File: src/rtl/pmx_pkg.sv
package pmx_pkg;

  localparam int N_CELLS  = 8;
  localparam int N_MUXED  = 4;
  localparam int N_FIXED  = N_CELLS - N_MUXED;
  localparam int MUX_OPTS = 2;
  localparam int SEL_W    = (MUX_OPTS > 1) ? $clog2(MUX_OPTS) : 1;
  localparam int CIDX_W   = $clog2(N_CELLS);

  // Level a receive path shows when its signal does not own the cell.
  localparam logic IDLE_LVL = 1'b1;

  typedef enum logic [1:0] {
    SD_OUT   = 2'd0,
    SD_IN    = 2'd1,
    SD_BIDIR = 2'd2
  } sig_dir_e;

  typedef struct packed {
    logic val;
    logic en;
  } pad_drv_t;

  // Turns a peripheral signal into the value/enable pair a cell drives.
  function automatic pad_drv_t pad_from(sig_dir_e d, logic v, logic e);
    pad_drv_t r;
    case (d)
      SD_OUT:   begin r.val = v;    r.en = 1'b1; end
      SD_BIDIR: begin r.val = v;    r.en = e;    end
      default:  begin r.val = 1'b0; r.en = 1'b0; end
    endcase
    return r;
  endfunction

  // Passes the pad level only when the signal owns the cell.
  function automatic logic rx_gate(logic owns, logic pad);
    return owns ? pad : IDLE_LVL;
  endfunction

  // Direction of each dedicated cell, counted from the first fixed cell.
  function automatic sig_dir_e fixed_dir(int k);
    case (k)
      0:       return SD_OUT;
      1:       return SD_IN;
      default: return SD_BIDIR;
    endcase
  endfunction

endpackage

File: src/rtl/pmx_sel_bank.sv
module pmx_sel_bank #(
  parameter int NUM = 4,
  parameter int SW  = 1,
  parameter int IW  = 3
) (
  input  logic                   clk,
  input  logic                   rst_n,
  input  logic                   wr_en,
  input  logic [IW-1:0]          wr_idx,
  input  logic [SW-1:0]          wr_val,
  output logic [NUM-1:0][SW-1:0] sel_q,
  output logic [NUM-1:0]         wr_hit
);

  for (genvar k = 0; k < NUM; k++) begin : g_reg
    assign wr_hit[k] = wr_en && (wr_idx == IW'(k));

    always_ff @(posedge clk or negedge rst_n) begin
      if (!rst_n)         sel_q[k] <= '0;
      else if (wr_hit[k]) sel_q[k] <= wr_val;
    end


    wr_land_chk: assert property (@(posedge clk) disable iff (!rst_n)
      wr_hit[k] |=> sel_q[k] == $past(wr_val));
  end


  no_wr_hold_chk: assert property (@(posedge clk) disable iff (!rst_n)
    !wr_en |=> $stable(sel_q));


  fixed_idx_ignored_chk: assert property (@(posedge clk) disable iff (!rst_n)
    (wr_en && (wr_idx >= IW'(NUM))) |=> $stable(sel_q));

endmodule

File: src/rtl/pmx_mux_cell.sv
module pmx_mux_cell
  import pmx_pkg::*;
#(
  parameter int OPTS = 2,
  parameter int SW   = 1
) (
  input  logic                 clk,
  input  logic                 rst_n,
  input  pad_drv_t [OPTS-1:0]  src,
  input  logic [SW-1:0]        sel,
  input  logic                 pad_in,
  output pad_drv_t             drv,
  output logic [OPTS-1:0]      hit,
  output logic [OPTS-1:0]      rx
);

  // A select value past the last option falls back to option 0.
  always_comb begin
    hit = '0;
    drv = src[0];
    for (int i = 0; i < OPTS; i++) begin
      if (sel == SW'(i)) begin
        hit[i] = 1'b1;
        drv    = src[i];
      end
    end
    if (hit == '0) hit[0] = 1'b1;
  end

  for (genvar i = 0; i < OPTS; i++) begin : g_rx
    assign rx[i] = rx_gate(hit[i], pad_in);
  end


  one_route_chk: assert property (@(posedge clk) disable iff (!rst_n)
    $countones(hit) == 1);

endmodule

File: src/rtl/pmx_fixed_cell.sv
module pmx_fixed_cell
  import pmx_pkg::*;
#(
  parameter sig_dir_e DIR = SD_OUT
) (
  input  logic     sig_v,
  input  logic     sig_e,
  input  logic     pad_in,
  output pad_drv_t drv,
  output logic     rx
);

  assign drv = pad_from(DIR, sig_v, sig_e);
  assign rx  = rx_gate(DIR != SD_OUT, pad_in);

endmodule

File: src/rtl/pinmux_fabric.sv
module pinmux_fabric
  import pmx_pkg::*;
(
  input  logic              clk,
  input  logic              rst_n,
  input  logic              sel_we,
  input  logic [CIDX_W-1:0] sel_idx,
  input  logic [SEL_W-1:0]  sel_val,
  input  logic              u0_txd,
  output logic              u0_rxd,
  input  logic              u1_txd,
  output logic              u1_rxd,
  input  logic              sp_clk,
  input  logic              sp_mosi,
  input  logic              sp_cs,
  output logic              sp_miso,
  input  logic              tw0_dat_o,
  input  logic              tw0_dat_oe,
  output logic              tw0_dat_i,
  input  logic              tw0_clk_o,
  input  logic              tw0_clk_oe,
  output logic              tw0_clk_i,
  input  logic              tw1_dat_o,
  input  logic              tw1_dat_oe,
  output logic              tw1_dat_i,
  input  logic              tw1_clk_o,
  input  logic              tw1_clk_oe,
  output logic              tw1_clk_i,
  output logic [N_CELLS-1:0] cell_out,
  output logic [N_CELLS-1:0] cell_oe,
  input  logic [N_CELLS-1:0] cell_in
);

  logic [N_MUXED-1:0][SEL_W-1:0]   sel_q;
  logic [N_MUXED-1:0]              wr_hit;
  pad_drv_t [N_MUXED-1:0][MUX_OPTS-1:0] mux_src;
  logic [N_MUXED-1:0][MUX_OPTS-1:0]     mux_hit;
  logic [N_MUXED-1:0][MUX_OPTS-1:0]     mux_rx;
  pad_drv_t [N_CELLS-1:0]          cell_drv;
  logic [N_FIXED-1:0]              fix_v;
  logic [N_FIXED-1:0]              fix_e;
  logic [N_FIXED-1:0]              fix_rx;

  pmx_sel_bank #(
    .NUM (N_MUXED),
    .SW  (SEL_W),
    .IW  (CIDX_W)
  ) u_bank (
    .clk    (clk),
    .rst_n  (rst_n),
    .wr_en  (sel_we),
    .wr_idx (sel_idx),
    .wr_val (sel_val),
    .sel_q  (sel_q),
    .wr_hit (wr_hit)
  );

  // Option lists of the shared cells: index 0 is select 0.
  always_comb begin
    mux_src[0][0] = pad_from(SD_OUT,   u0_txd,    1'b1);
    mux_src[0][1] = pad_from(SD_OUT,   sp_clk,    1'b1);
    mux_src[1][0] = pad_from(SD_IN,    1'b0,      1'b0);
    mux_src[1][1] = pad_from(SD_OUT,   sp_mosi,   1'b1);
    mux_src[2][0] = pad_from(SD_BIDIR, tw0_dat_o, tw0_dat_oe);
    mux_src[2][1] = pad_from(SD_OUT,   sp_cs,     1'b1);
    mux_src[3][0] = pad_from(SD_BIDIR, tw0_clk_o, tw0_clk_oe);
    mux_src[3][1] = pad_from(SD_IN,    1'b0,      1'b0);
  end

  for (genvar c = 0; c < N_MUXED; c++) begin : g_mux
    pmx_mux_cell #(
      .OPTS (MUX_OPTS),
      .SW   (SEL_W)
    ) u_cell (
      .clk    (clk),
      .rst_n  (rst_n),
      .src    (mux_src[c]),
      .sel    (sel_q[c]),
      .pad_in (cell_in[c]),
      .drv    (cell_drv[c]),
      .hit    (mux_hit[c]),
      .rx     (mux_rx[c])
    );
  end

  // Dedicated cells: UART1 transmit, UART1 receive, two-wire-1 data, clock.
  always_comb begin
    fix_v[0] = u1_txd;    fix_e[0] = 1'b1;
    fix_v[1] = 1'b0;      fix_e[1] = 1'b0;
    fix_v[2] = tw1_dat_o; fix_e[2] = tw1_dat_oe;
    fix_v[3] = tw1_clk_o; fix_e[3] = tw1_clk_oe;
  end

  for (genvar f = 0; f < N_FIXED; f++) begin : g_fix
    pmx_fixed_cell #(
      .DIR (fixed_dir(f))
    ) u_cell (
      .sig_v  (fix_v[f]),
      .sig_e  (fix_e[f]),
      .pad_in (cell_in[N_MUXED+f]),
      .drv    (cell_drv[N_MUXED+f]),
      .rx     (fix_rx[f])
    );
  end

  for (genvar c = 0; c < N_CELLS; c++) begin : g_pad
    assign cell_out[c] = cell_drv[c].val;
    assign cell_oe[c]  = cell_drv[c].en;
  end

  // Receive paths back to the peripherals.
  assign u0_rxd    = mux_rx[1][0];
  assign tw0_dat_i = mux_rx[2][0];
  assign tw0_clk_i = mux_rx[3][0];
  assign sp_miso   = mux_rx[3][1];
  assign u1_rxd    = fix_rx[1];
  assign tw1_dat_i = fix_rx[2];
  assign tw1_clk_i = fix_rx[3];

  logic unused_rx;
  assign unused_rx = &{mux_rx[0], mux_rx[1][1], mux_rx[2][1], fix_rx[0],
                       mux_hit, wr_hit};


  u0_rx_idle_chk: assert property (@(posedge clk) disable iff (!rst_n)
    (sel_q[1] != '0) |-> u0_rxd);


  miso_no_drive_chk: assert property (@(posedge clk) disable iff (!rst_n)
    (sel_q[3] != '0) |-> (!cell_oe[3] && !cell_out[3]));

endmodule

File: config.mk
export PLATFORM = sky130hd
export DESIGN_NAME = pinmux_fabric
export DESIGN_NICKNAME = d
export VERILOG_FILES = /design/src/rtl/pmx_pkg.sv /design/src/rtl/pmx_sel_bank.sv /design/src/rtl/pmx_mux_cell.sv /design/src/rtl/pmx_fixed_cell.sv /design/src/rtl/pinmux_fabric.sv
export SDC_FILE = /design/constraint.sdc
export NUM_CORES = 1
export LEC_CHECK = 0
export BUFFER_PORTS_ARGS = -buffer_cell sky130_fd_sc_hd__buf_2
export CORE_MARGIN = 4
export CORE_UTILIZATION = 37
export CTS_CLUSTER_SIZE = 20
export DETAILED_ROUTE_END_ITERATION = 16
export PLACE_DENSITY = 0.83
export REMOVE_ABC_BUFFERS = 1
export SYNTH_ARGS = -nofsm -noshare
export SYNTH_HDL_FRONTEND = slang
export SYNTH_HIERARCHICAL = 1
export SYNTH_SLANG_ARGS = --single-unit
File: constraint.sdc
create_clock -name clk -period 1.95 [get_ports clk]
set_input_delay 0.39 -clock clk [delete_from_list [all_inputs] [get_ports clk]]
set_output_delay 0.39 -clock clk [all_outputs]
set_load 0.03 [all_outputs]
# Word-level counts from Yosys, hierarchy flattened
# Index checks and enable logic that the tools add are counted.
# totals
register_bits	4
latchBits	0
ramBits	0
rom_bits	0
in_bits	28
output_inout_bits	23
elab_cells	32
memories	0
# op_classes
n_addsub	0
mul	0
n_div	0
order_cmp	0
n_eq_ne	3
shifts	0
muxes	17
bitwise_logic	0
n_reduce_logical	8
# ops
op	n
1-bit two-way mux	13
2-bit two-way mux	4
3-bit by 2-bit == test with 1-bit output (second input constant)	2
2-bit zero test	3
1-bit logical AND	4
3-bit by 1-bit == test with 1-bit output (second input constant)	1
3-bit zero test	1

# Longest topological paths before layout
# logic_depth
ltp_word	4
depth_mapped	2
ltp_nobuf	2

# By module
# Netlist, hierarchy kept.
# modules_own_cells
module	n_inst	cells_per_inst	area_each_um2
pmx_sel_bank	1	12	219.0
pmx_mux_cell	4	6	46.3
pmx_fixed_cell (g_fix[0].u_cell ...)	2	4	26.3
pmx_fixed_cell (g_fix[2].u_cell ...)	2	3	22.5
pinmux_fabric	1	2	7.5

# Worst setup path before layout
# Ideal clock, no wire load.
# synth_path
path_kind	reg2out
startpoint	register u_bank/sel_q[3] (netlist bit)
endpoint	output port cell_oe[3]
arrival_ns	0.836
required_time_ns	1.560
setup_slack_ns	0.724
stages_incl_launch_ff	2
cell_sequence	dfrtp_1 -> mux2_2
# synth_between
elab_chain_cells	1
# synth_lines
item	line	source
from (decl)	pmx_sel_bank.sv:11	output logic [NUM-1:0][SW-1:0] sel_q,
from (signal, indexed assignment)	pmx_sel_bank.sv:20	else if (wr_hit[k]) sel_q[k] <= wr_val;
2-bit two-way mux	pmx_mux_cell.sv:22	if (sel == SW'(i)) begin
to (decl)	pinmux_fabric.sv:30	output logic [N_CELLS-1:0] cell_oe,
# No other way between the ends.

# Final worst setup path
# layout_path
startpoint	register u_bank/sel_q[3] (netlist bit)
endpoint	output port cell_out[3]
# layout_between
elab_chain_cells	1
# layout_lines
item	line	source
2-bit two-way mux	pmx_mux_cell.sv:22	
to (decl)	pinmux_fabric.sv:29	output logic [N_CELLS-1:0] cell_out,
# No other way between the ends.

==> impl_metrics.py <==
metrics = {
    "cts": {
        "clock_tree.root_cell": "sky130_fd_sc_hd__clkbuf_4",
        "tritoncts": "yes",
        "ctsLongestPathBuffers": 2,
        "tritoncts.num_buffers": 3,
        "postCtsResizedCells": 0,
        "clk-insertion-delay-late_ns": 0.24,
        "numClockSinks": 4,
        "htree_num_levels": 1,
        "clkTransAtPathRegs_ns": 0.04,
        "cts.repair_timing.setup_buffer_count": 0,
        "hold_buf_count_cts": 1,
    },
    "final_layout": {
        "top_register": "u_bank/sel_q",
        "fillCellCount": 108,
        "stdcell_count": 81,
        "area_delta_synth_final_pct": 31.01,
        "antenna-diode-count": 0,
        "final_area_um2": 565.5,
        "largest_register_ff_count": 4,
        "final_util_pct": 51.60,
        "number_of_nets_in_the_layout": 97,
        "drive_above_1_share_pct": 70.15,
        "reg_top3": "u_bank/sel_q: 4 flops",
    },
    "pwr": {
        "power.sequential.fraction_pct": 27.7,
        "clock_power_share_pct": 23.3,
        "post-layout-total-power_mw": 0.4463,
        "power.density_cell_area_mw_per_mm2": 789.1,
        "combPwrFrac_pct": 48.9,
        "power.switching_fraction_pct": 39.93,
        "p_leak_nw": 0.2994,
        "power.switching_mw": 0.1782,
        "vdd_drop_max_v": 0.0003955,
        "cell_internal_pwr_mw": 0.2681,
    },
    "routing": {
        "detailedRoute.firstPassIterationCount": 1,
        "drc": 0,
        "antenna_violating_nets_left": 0,
        "route.detailed.vias_per_inst": 4.358,
        "drt_iter0_drc": 0,
        "vias": 353,
        "detail_route.wirelength_um": 911,
        "wl_per_cell_um": 11.25,
    },
    "worst_setup_path": {
        "worst_path_max_fanout": 5,
        "crit_slowest_cell": "sky130_fd_sc_hd__dfrtp_1",
        "worstSetupEndpointType": "output pin",
        "critPathLaunchType": "flop",
        "max_stage_delay_ns": 0.42,
        "worstPathCellList": "mux2_2 -> buf_2",
        "critical_path_arrival_ns": 1.18,
        "critPathKind": "reg2out",
        "cp.required_ns": 1.56,
        "timing.rr.end": "u_bank/sel_q[3]",
        "r2r.worst_path.cells": 1,
        "worstReg2RegStart": "u_bank/sel_q[3]",
        "rrSetupSlack_ns": 1.13,
    },
    "synthesis": {
        "syn_area_um2": 431.7,
        "syn-instance-count": 39,
        "postSynthAreaPerCell_um2": 11.07,
        "yosys_synthesis_warning_count": 6,
    },
    "status": {
        "result_of_the_run": "finished, final reports clean",
    },
    "global_routing": {
        "grt_start_max_net_pins": 6,
        "grt_antenna_before_repair": 0,
        "grt_pass1_wl_um": 1428,
        "first_global_vias": 366,
        "grt_util_all_layers_pct": 10.72,
        "grt.overflow.total": 0,
    },
    "sta": {
        "finClkSkew_ns": 0,
        "worst_hold_slack_ns": 0.4299,
        "finalCritPeriodShare_pct": 80.35,
        "report.final.hold_viol_count": 0,
        "rsz0062_at_grt": "false",
        "setup_slack_ns": 0.3831,
        "setup_viol": 0,
        "slew_violations": 0,
        "fmax_mhz": 638.2,
        "sum_neg_setup_slack_ns": 0,
        "min_period_ns": 1.567,
    },
    "placed_design": {
        "port-buffer-count": 28,
        "place.detailed.hpwl_um": 740.7,
        "gp_congestion": 0.6709,
        "dp_worst_setup_slack_ns": 0.6366,
        "place_inst": 77,
        "placedInstanceArea_um2": 533.0,
    },
    "die": {
        "floorplan.initialDensity_pct": 39.38,
        "num_io_pins": 51,
        "chipWidth_um": 42.16,
        "coreArea_mm2": 0.001096,
        "num_rows": 12,
        "chipHeight_um": 42.16,
        "die-area_mm2": 0.001777,
    },
    "hold_path": {
        "worstHoldPathCells": 2,
        "hold_start": "sel_val",
        "hold_path_end": "u_bank/sel_q[0]",
        "min-delay-path-class": "in2reg",
    },
    "flow_run": {
        "maxCapViolations": 0,
    },
}
[per-layer routing]
| metal | global-route usage (%) | part of all wire [%] | up-vias |
|---|---|---|---|
| li1 | - | - | 170 |
| met1 | 9.231 | 38 | 156 |
| met2 | 16.98 | 46 | 27 |
| met3 | 8.155 | 16 | 0 |
| met4 | 7.453 | 0 | 0 |
| met5 | 0 | 0 | - |
[area by class of cell]
cell class	instances	area, µm²	share of cell area (%)
clock buffers	3	22.52	3.982
repair buffers	29	150.1	26.55
flip-flops and latches	4	100.1	17.70
multi-input cells	31	275.3	48.67
well taps	14	17.52	3.097
[power groups by stage]
stage | sequential [mW] | clock, mW | combinational [mW]
global route | 0.126 | 0.111 | 0.232
floorplan | 0.119 | 0 | 0.167
CTS | 0.124 | 0.108 | 0.219
detailed placement | 0.125 | 0 | 0.217
global placement | 0.124 | 0 | 0.214
finish | 0.124 | 0.104 | 0.218
[worst max-delay path by stage]
stage | from | end | slack, ns | cells after the start
2_1_floorplan | u_bank/sel_q[3] | cell_oe[3] | 0.76 | 1
4_1_cts | u_bank/sel_q[3] | cell_out[3] | 0.38 | 2
3_5_place_dp | u_bank/sel_q[3] | cell_out[3] | 0.64 | 2
3_3_place_gp | cell_in[3] | tw0_clk_i | 0.64 | 3
6_report | u_bank/sel_q[3] | cell_out[3] | 0.38 | 2
5_1_grt | u_bank/sel_q[3] | cell_oe[3] | 0.36 | 2
[worst max-delay path: cells and delay by family, from the launching register on]
family | cells | cell delay [ns]
DFF | 1 | 0.42
buffers and inverters | 1 | 0.17
muxes | 1 | 0.35
[layout by cell type, fill, tap and decap left out]
master	n
sky130_fd_sc_hd__buf_2	28
sky130_fd_sc_hd__nor4b_4	1
sky130_fd_sc_hd__clkbuf_4	3
sky130_fd_sc_hd__conb_1	11
sky130_fd_sc_hd__nand2b_1	1
sky130_fd_sc_hd__dlygate4sd3_1	1
sky130_fd_sc_hd__mux2_2	8
sky130_fd_sc_hd__and4bb_1	2
sky130_fd_sc_hd__or2_2	3
sky130_fd_sc_hd__dfrtp_1	4
sky130_fd_sc_hd__mux2_1	1
sky130_fd_sc_hd__and4b_4	1
sky130_fd_sc_hd__mux2_4	3
(Power assumes the default switching activity.)
